## src/rtl/rdx_pkg.sv

```systemverilog
`timescale 1ns/1ps
package rdx_pkg;
  localparam int EW        = 64;
  localparam int NLS_W     = 5;
  localparam int SZ_W      = 7;
  localparam int MIN_NLS   = 5;
  localparam int IDX_SHIFT = 3;   // 8-byte entries
  localparam int PT_SHIFT  = 4;   // 16-byte process-table entries
  localparam int PT_LOG    = 12;  // process table size = 2^(code+12)
  localparam int VALID_BIT = 63;
  localparam int LEAF_BIT  = 62;
  localparam logic [EW-1:0] BASE_MASK = 64'h00FF_FFFF_FFFF_FF00;
  localparam logic [EW-1:0] RPN_MASK  = 64'h00FF_FFFF_FFFF_F000;

  typedef enum logic [1:0] {
    CAUSE_NONE   = 2'd0,
    CAUSE_BADCFG = 2'd1,
    CAUSE_NOENT  = 2'd2,
    CAUSE_DEPTH  = 2'd3
  } cause_e;

  typedef enum logic [1:0] {
    ST_IDLE  = 2'd0,
    ST_CHECK = 2'd1,
    ST_REQ   = 2'd2
  } state_e;

  typedef struct packed {
    logic             valid;
    logic             leaf;
    logic [EW-1:0]    next_base;
    logic [NLS_W-1:0] next_nls;
    logic [EW-1:0]    rpn;
  } entry_t;

  // width illegal at this level
  function automatic logic nls_illegal(input logic [NLS_W-1:0] nls,
                                       input logic [SZ_W-1:0]  rem);
    return (nls < NLS_W'(MIN_NLS)) || (SZ_W'(nls) > rem);
  endfunction

  // entry address for one level of the tree
  function automatic logic [EW-1:0] slot_addr(input logic [EW-1:0]    base,
                                              input logic [EW-1:0]    ea,
                                              input logic [SZ_W-1:0]  rem,
                                              input logic [NLS_W-1:0] nls);
    logic [SZ_W-1:0] sh;
    logic [EW-1:0]   idx;
    sh  = rem - SZ_W'(nls);
    idx = (ea >> sh) & ((EW'(1) << nls) - EW'(1));
    return base + (idx << IDX_SHIFT);
  endfunction

  // process-table offset bounds check
  function automatic logic pt_in_range(input logic [EW-1:0]    off,
                                       input logic [NLS_W-1:0] code);
    logic [SZ_W-1:0] lg;
    lg = SZ_W'(code) + SZ_W'(PT_LOG);
    return off < (EW'(1) << lg);
  endfunction

  // page number above the page boundary, effective address below it
  function automatic logic [EW-1:0] merge_addr(input logic [EW-1:0]   rpn,
                                               input logic [EW-1:0]   ea,
                                               input logic [SZ_W-1:0] bits);
    logic [EW-1:0] mask;
    if (bits >= SZ_W'(EW)) mask = '1;
    else                   mask = (EW'(1) << bits) - EW'(1);
    return (rpn & ~mask) | (ea & mask);
  endfunction
endpackage

```

## src/rtl/rdx_slot_gen.sv

```systemverilog
`timescale 1ns/1ps
module rdx_slot_gen
  import rdx_pkg::*;
#(
  parameter int PID_W = 16
) (
  input  logic [EW-1:0]    ea,
  input  logic [EW-1:0]    walk_base,
  input  logic [NLS_W-1:0] walk_nls,
  input  logic [SZ_W-1:0]  walk_rem,
  input  logic [EW-1:0]    pt_base,
  input  logic [NLS_W-1:0] pt_code,
  input  logic [PID_W-1:0] pt_pid,
  output logic [EW-1:0]    walk_addr,
  output logic             walk_cfg_bad,
  output logic [EW-1:0]    pt_addr,
  output logic             pt_ok
);
  logic [EW-1:0] pt_off;

  always_comb begin
    pt_off       = EW'(pt_pid) << PT_SHIFT;
    pt_ok        = pt_in_range(pt_off, pt_code);
    pt_addr      = pt_base + pt_off;
    walk_cfg_bad = nls_illegal(walk_nls, walk_rem);
    walk_addr    = slot_addr(walk_base, ea, walk_rem, walk_nls);
  end
endmodule

```

## src/rtl/rdx_entry_dec.sv

```systemverilog
`timescale 1ns/1ps
module rdx_entry_dec
  import rdx_pkg::*;
(
  input  logic [EW-1:0]    data,
  output entry_t           ent,
  output logic [EW-1:0]    root_base,
  output logic [NLS_W-1:0] root_nls,
  output logic [SZ_W-1:0]  root_size
);
  always_comb begin
    ent.valid     = data[VALID_BIT];
    ent.leaf      = data[LEAF_BIT];
    ent.next_base = data & BASE_MASK;
    ent.next_nls  = data[NLS_W-1:0];
    ent.rpn       = data & RPN_MASK;
    root_base     = data & BASE_MASK;
    root_nls      = data[NLS_W-1:0];
    root_size     = data[LEAF_BIT:LEAF_BIT-SZ_W+1];
  end
endmodule

```

## src/rtl/rdx_leaf_merge.sv

```systemverilog
`timescale 1ns/1ps
module rdx_leaf_merge
  import rdx_pkg::*;
(
  input  logic [EW-1:0]   rpn,
  input  logic [EW-1:0]   ea,
  input  logic [SZ_W-1:0] bits,
  output logic [EW-1:0]   raddr
);
  assign raddr = merge_addr(rpn, ea, bits);
endmodule

```

## src/rtl/rdx_walker.sv

```systemverilog
`timescale 1ns/1ps
module rdx_walker
  import rdx_pkg::*;
#(
  parameter int PID_W   = 16,
  parameter int MAX_LVL = 8
) (
  input  logic             clk,
  input  logic             rst_n,
  input  logic             start,
  input  logic             use_prtab,
  input  logic [63:0]      eaddr,
  input  logic [63:0]      root_base,
  input  logic [4:0]       root_nls,
  input  logic [6:0]       space_bits,
  input  logic [63:0]      prtab_base,
  input  logic [4:0]       prtab_szc,
  input  logic [PID_W-1:0] pid,
  output logic             rd_req,
  output logic [63:0]      rd_addr,
  input  logic             rd_ack,
  input  logic [63:0]      rd_data,
  output logic             busy,
  output logic             done,
  output logic             fault,
  output logic [1:0]       fault_cause,
  output logic [63:0]      real_addr,
  output logic [6:0]       page_bits,
  output logic [63:0]      leaf_entry,
  output logic [63:0]      entry_addr
);
  localparam int LVL_W = $clog2(MAX_LVL + 1);
  localparam logic [LVL_W-1:0] LAST_LVL = LVL_W'(MAX_LVL - 1);

  state_e           st, st_n;
  logic [EW-1:0]    ea_q, base_q, addr_q;
  logic [NLS_W-1:0] nls_q;
  logic [SZ_W-1:0]  rem_q, rem_after;
  logic [LVL_W-1:0] lvl_q;
  logic             pt_phase;

  // named internal events
  logic   ev_launch_pt, ev_launch_walk, ev_issue, ev_take_root, ev_take_next;
  logic   ev_leaf, ev_fin;
  cause_e fin_cause;

  logic [EW-1:0]    walk_addr, pt_addr, merged;
  logic             cfg_bad, pt_ok;
  entry_t           ent;
  logic [EW-1:0]    rt_base;
  logic [NLS_W-1:0] rt_nls;
  logic [SZ_W-1:0]  rt_size;

  rdx_slot_gen #(.PID_W(PID_W)) u_slot (
    .ea          (ea_q),
    .walk_base   (base_q),
    .walk_nls    (nls_q),
    .walk_rem    (rem_q),
    .pt_base     (prtab_base),
    .pt_code     (prtab_szc),
    .pt_pid      (pid),
    .walk_addr   (walk_addr),
    .walk_cfg_bad(cfg_bad),
    .pt_addr     (pt_addr),
    .pt_ok       (pt_ok)
  );

  rdx_entry_dec u_dec (
    .data     (rd_data),
    .ent      (ent),
    .root_base(rt_base),
    .root_nls (rt_nls),
    .root_size(rt_size)
  );

  assign rem_after = rem_q - SZ_W'(nls_q);

  rdx_leaf_merge u_merge (
    .rpn  (ent.rpn),
    .ea   (ea_q),
    .bits (rem_after),
    .raddr(merged)
  );

  always_comb begin
    st_n           = st;
    ev_launch_pt   = 1'b0;
    ev_launch_walk = 1'b0;
    ev_issue       = 1'b0;
    ev_take_root   = 1'b0;
    ev_take_next   = 1'b0;
    ev_leaf        = 1'b0;
    ev_fin         = 1'b0;
    fin_cause      = CAUSE_NONE;
    unique case (st)
      ST_IDLE: begin
        if (start) begin
          if (use_prtab) begin
            if (pt_ok) begin
              ev_launch_pt = 1'b1;
              st_n         = ST_REQ;
            end else begin
              ev_fin    = 1'b1;
              fin_cause = CAUSE_NOENT;
            end
          end else begin
            ev_launch_walk = 1'b1;
            st_n           = ST_CHECK;
          end
        end
      end
      ST_CHECK: begin
        if (cfg_bad) begin
          ev_fin    = 1'b1;
          fin_cause = CAUSE_BADCFG;
        end else begin
          ev_issue = 1'b1;
          st_n     = ST_REQ;
        end
      end
      ST_REQ: begin
        if (rd_ack) begin
          if (pt_phase) begin
            ev_take_root = 1'b1;
            st_n         = ST_CHECK;
          end else if (!ent.valid) begin
            ev_fin    = 1'b1;
            fin_cause = CAUSE_NOENT;
          end else if (ent.leaf) begin
            ev_fin  = 1'b1;
            ev_leaf = 1'b1;
          end else if (lvl_q == LAST_LVL) begin
            ev_fin    = 1'b1;
            fin_cause = CAUSE_DEPTH;
          end else begin
            ev_take_next = 1'b1;
            st_n         = ST_CHECK;
          end
        end
      end
      default: st_n = ST_IDLE;
    endcase
    if (ev_fin) st_n = ST_IDLE;
  end

  always_ff @(posedge clk or negedge rst_n) begin
    if (!rst_n) begin
      st          <= ST_IDLE;
      ea_q        <= '0;
      base_q      <= '0;
      addr_q      <= '0;
      nls_q       <= '0;
      rem_q       <= '0;
      lvl_q       <= '0;
      pt_phase    <= 1'b0;
      done        <= 1'b0;
      fault       <= 1'b0;
      fault_cause <= '0;
      real_addr   <= '0;
      page_bits   <= '0;
      leaf_entry  <= '0;
      entry_addr  <= '0;
    end else begin
      st   <= st_n;
      done <= ev_fin;
      if (ev_launch_pt || ev_launch_walk) begin
        ea_q     <= eaddr;
        lvl_q    <= '0;
        pt_phase <= ev_launch_pt;
      end
      if (ev_launch_pt) addr_q <= pt_addr;
      if (ev_launch_walk) begin
        base_q <= root_base;
        nls_q  <= root_nls;
        rem_q  <= space_bits;
      end
      if (ev_issue) addr_q <= walk_addr;
      if (ev_take_root) begin
        base_q   <= rt_base;
        nls_q    <= rt_nls;
        rem_q    <= rt_size;
        pt_phase <= 1'b0;
      end
      if (ev_take_next) begin
        base_q <= ent.next_base;
        nls_q  <= ent.next_nls;
        rem_q  <= rem_after;
        lvl_q  <= lvl_q + LVL_W'(1);
      end
      if (ev_fin) begin
        fault       <= (fin_cause != CAUSE_NONE);
        fault_cause <= fin_cause;
      end
      if (ev_leaf) begin
        real_addr  <= merged;
        page_bits  <= rem_after;
        leaf_entry <= rd_data;
        entry_addr <= addr_q;
      end
    end
  end

  assign rd_req  = (st == ST_REQ);
  assign rd_addr = addr_q;
  assign busy    = (st != ST_IDLE);
endmodule

```

## config.mk

```make
export PLATFORM = sky130hd
export DESIGN_NAME = rdx_walker
export DESIGN_NICKNAME = d
export VERILOG_FILES = /design/src/rtl/rdx_pkg.sv /design/src/rtl/rdx_slot_gen.sv /design/src/rtl/rdx_entry_dec.sv /design/src/rtl/rdx_leaf_merge.sv /design/src/rtl/rdx_walker.sv
export SDC_FILE = /design/constraint.sdc
export NUM_CORES = 1
export LEC_CHECK = 0
export BUFFER_PORTS_ARGS = -buffer_cell sky130_fd_sc_hd__buf_2
export CORE_ASPECT_RATIO = 1.25
export CORE_MARGIN = 1
export CORE_UTILIZATION = 53
export CTS_CLUSTER_SIZE = 12
export DETAILED_ROUTE_END_ITERATION = 10
export MAX_ROUTING_LAYER = met4
export PLACE_DENSITY = 0.81
export SYNTH_ARGS = -nofsm -noshare
export SYNTH_HDL_FRONTEND = slang
export SYNTH_SLANG_ARGS = --single-unit
```

## constraint.sdc

```tcl
create_clock -name clk -period 11.4 [get_ports clk]
set_clock_uncertainty 0.15 [all_clocks]
set_input_delay 1.71 -clock clk [delete_from_list [all_inputs] [get_ports clk]]
set_output_delay 1.71 -clock clk [all_outputs]
set_load 0.02 [all_outputs]
```

==> reports/qor.yml <==
synthesis:
  yosys_warnings: 0
  ys_seq_elements: 414
  synth_edf_count: 0
  syn_area_sq_um: 28060
  synth_cells: 3385
  ys_seq_area_share_pct: 36.92
  ys.flop_type: "dfrtp_1"
  synth_cell_types: 91
  ys_async_sr_fraction_pct: 100.0
  syn_avg_cell_area_sq_um: 8.290
floorplanning:
  die_y_um: 259.3
  coreArea_sq_um: 51900
  io_pins: 563
  row_count: 93
  dieArea_sq_um: 53880
  initial_core_util_pct: 54.07
  fp.dieW_um: 207.8
finish:
  fillers: 4644
  area.growth.synth_to_final_pct: 16.57
  multi_input_area_sq_um: 16840
  fin_util_pct: 63.03
  seq_area_sq_um: 10360
  final_nets: 4230
  layout-drive-gt1-share_pct: 21.59
grt:
  grt_pass1_wl_um: 162600
  antenna_found_initial: 9
  global_route.usage.total_pct: 40.27
  grt_max_degree: 114
  grt_pass1_vias: 27095
  grt-ovfl-total: 0
  grt_busiest_layer: "met2"
  use_met2_pct: 64.97
  use_met3_pct: 6.134
  met1_usage_pct: 48.18
place:
  place_hpwl_um: 82140
  routabilityCongestion: 1.004
  io_buffers: 562
sta:
  worst_pin_slew_ps: 1218
  relSlewSlack_pct: 18.24
  finalCritPeriodShare_pct: 72.80
  drv_slew: 0
  hold_viol: 0
  finalCriticalPeriod_ps: 8300
  whs_ps: 316.6
  rsz0062_at_grt: "no"
  max_freq_mhz: 120.5
  fin_tns_setup_ps: 0
  setup_viol: 0
clocking:
  cts_buffers: 44
  ctsHoldBuffers: 0
  cts_resized: 0
  cts_max_level: 2
  cts_setup_buffers: 0
  cts_sinks: 414
  cts_buffer_depth: 3
  path_clk_slew_ps: 60
  clk_latency_ps: 580
  cts_tree: "done"
  cts_root_buf: "clkbuf_16"
critical_path:
  crit_path_start_kind: "flip-flop"
  critPathMaxFanout: 62
  cp-startpoint: "nls_q[2]"
  cp_top_family: "compound AO/OA/AOI/OAI gates"
  reg2reg_from: "nls_q[2]"
  cp-end-kind: "flip-flop"
  crit_arrival_ps: 8650
  cp.required_ps: 11750
  crit_slowest_cell: "a2111oi_0"
  critPathBufInv: 2
  slowest_delay_ps: 1060
  cp_cell_sequence: "clkinv_1 -> ha_1 -> o21a_1 -> o21a_1 -> o21ai_1 -> a21o_2 -> buf_4 -> mux4_2 -> o21ai_0 -> a2111oi_0 -> ha_1 -> a21oi_1 -> nand4b_1 -> a21boi_1 -> a21oi_2 -> o21ai_1 -> a311o_1 -> a21o_1 -> a311o_1 -> a211o_1 -> o211ai_1"
  crit_type: "reg2reg"
route:
  drc: 0
  vias: 28303
  wl_per_cell_um: 23.75
  antenna_left: 0
  via_per_inst: 6.251
  dr.pass1.iters: 8
  dr.first_iter.drc_count: 3342
  finalWirelength_um: 107600
worst_hold_path:
  hp-class: "reg2reg"
  min_from: "entry_addr[46]"
flow_run:
  drv_cap: 0
run_status:
  outcome: "finished clean"
cell usage in the layout (no fill, tap or decap), types with 18 or more instances in the layout:
| cell type | instances |
|---|---|
| a211oi_1 | 59 |
| mux2_2 | 76 |
| o211ai_1 | 32 |
| buf_4 | 38 |
| o22ai_1 | 26 |
| o21ai_0 | 216 |
| nor2b_1 | 22 |
| xor2_1 | 51 |
| a21oi_1 | 202 |
| mux4_2 | 37 |
| nor3_1 | 56 |
| nand4_1 | 29 |
| mux2i_1 | 107 |
| a21o_1 | 55 |
| clkbuf_16 | 45 |
| inv_1 | 46 |
| nor2_1 | 224 |
| a22oi_1 | 55 |
| ha_1 | 100 |
| nand2_1 | 868 |
| nand3_1 | 73 |
| buf_2 | 561 |
| conb_1 | 19 |
| and2_1 | 18 |
| a31oi_1 | 42 |
| xnor2_1 | 58 |
| dfrtp_1 | 414 |
kinds of logic after synthesis:
group | count (synthesis) | synth area share, %
AOI/OAI and AO/OA | 876 | 20.20
muxes | 220 | 9.836
buffers and inverters | 264 | 3.799
adders and majority gates | 104 | 4.717
DFF | 414 | 36.92
other | 1 | 0.01336
and+or+nand+nor | 1391 | 20.87
xor gates and xnor gates | 115 | 3.643
synthesized netlist by cell type, types with 15 or more instances:
| cell type | number | area [sq um] |
|---|---|---|
| o31ai_1 | 17 | 127.6 |
| xnor2_1 | 61 | 534.3 |
| a21o_1 | 56 | 420.4 |
| a211oi_1 | 60 | 450.4 |
| nor2_1 | 227 | 852.1 |
| dfrtp_1 | 414 | 10360 |
| a21oi_1 | 202 | 1011 |
| o21a_1 | 15 | 112.6 |
| and2_1 | 18 | 112.6 |
| ha_1 | 101 | 1264 |
| o22ai_1 | 26 | 162.7 |
| buf_1 | 23 | 86.33 |
| nor2b_1 | 22 | 137.6 |
| a31oi_1 | 42 | 262.8 |
| nand4_1 | 29 | 181.4 |
| mux2i_1 | 107 | 1071 |
| clkbuf_1 | 157 | 589.3 |
| o21bai_1 | 16 | 120.1 |
| o21ai_0 | 216 | 1081 |
| o21ai_1 | 17 | 85.08 |
| buf_2 | 29 | 145.1 |
| nand3_1 | 74 | 370.4 |
| or2_2 | 16 | 100.1 |
| inv_1 | 46 | 172.7 |
| xor2_1 | 52 | 455.4 |
| mux2_2 | 76 | 855.8 |
| nand2_1 | 870 | 3266 |
| o211ai_1 | 32 | 240.2 |
| nor3_1 | 57 | 285.3 |
| and3_1 | 15 | 93.84 |
| mux4_2 | 37 | 833.3 |
| a22oi_1 | 55 | 412.9 |
state kept, by name, indices dropped and copies added (netlist names), 4 cells and up:
register    count
base_q         64
ea_q           64
entry_addr     64
leaf_entry     64
rd_addr        64
real_addr      64
page_bits       7
rem_q           7
nls_q           5
lvl_q           4
metal layers:
layer,vias up,share of wire (%),wire length (um)
li1,12909,-,-
met1,13496,38,41220
met2,1525,48,51400
met3,373,7.4,7932
met4,0,6.5,7008
met5,-,0,0
final timing paths:
check | to | slack, ps | depth (start not counted)
worst max-delay path | rd_addr[60] | 3100 | 21
worst min-delay path | entry_addr[46] | 320 | 2
worst max register to register | rd_addr[60] | 3100 | 21
worst min register to register | entry_addr[46] | 320 | 2
max in group asynchronous | real_addr[20] | 7690 | 3
min in group asynchronous | entry_addr[49] | 1040 | 1
worst reg2reg max path, stage by stage (launching register included):
cell,delay [ps]
dfrtp_1,640
clkinv_1,410
ha_1,530
o21a_1,170
o21a_1,260
o21ai_1,880
a21o_2,240
buf_4,550
mux4_2,390
o21ai_0,110
a2111oi_0,1060
ha_1,400
a21oi_1,180
nand4b_1,160
a21boi_1,140
a21oi_2,270
o21ai_1,180
a311o_1,480
a21o_1,260
a311o_1,390
a211o_1,300
o211ai_1,70
cell type report:
class | instances | area share (%)
Antenna cell | 10 | 0.07650
Clock buffer | 58 | 3.714
Clock inverter | 9 | 0.4743
Inverter | 47 | 0.5393
Multi-Input combinational cell | 2725 | 51.48
Sequential cell | 414 | 31.67
Tap cell | 665 | 2.544
Timing Repair Buffer | 600 | 9.501
metrics by stage:
step                      setup WS, ps  cells  cell area (sq um)
after floorplan                   5486   3403              28130
after global placement            3501   4451              31320
after detailed placement          3315   4451              31320
after CTS                         3264   4518              32690
after global routing              2589   4526              32710
final                             3100   4528              32710
Power is left out: the tool's default activity adds up to more than one toggle a clock period on the data nets, which glitch-free logic cannot reach.
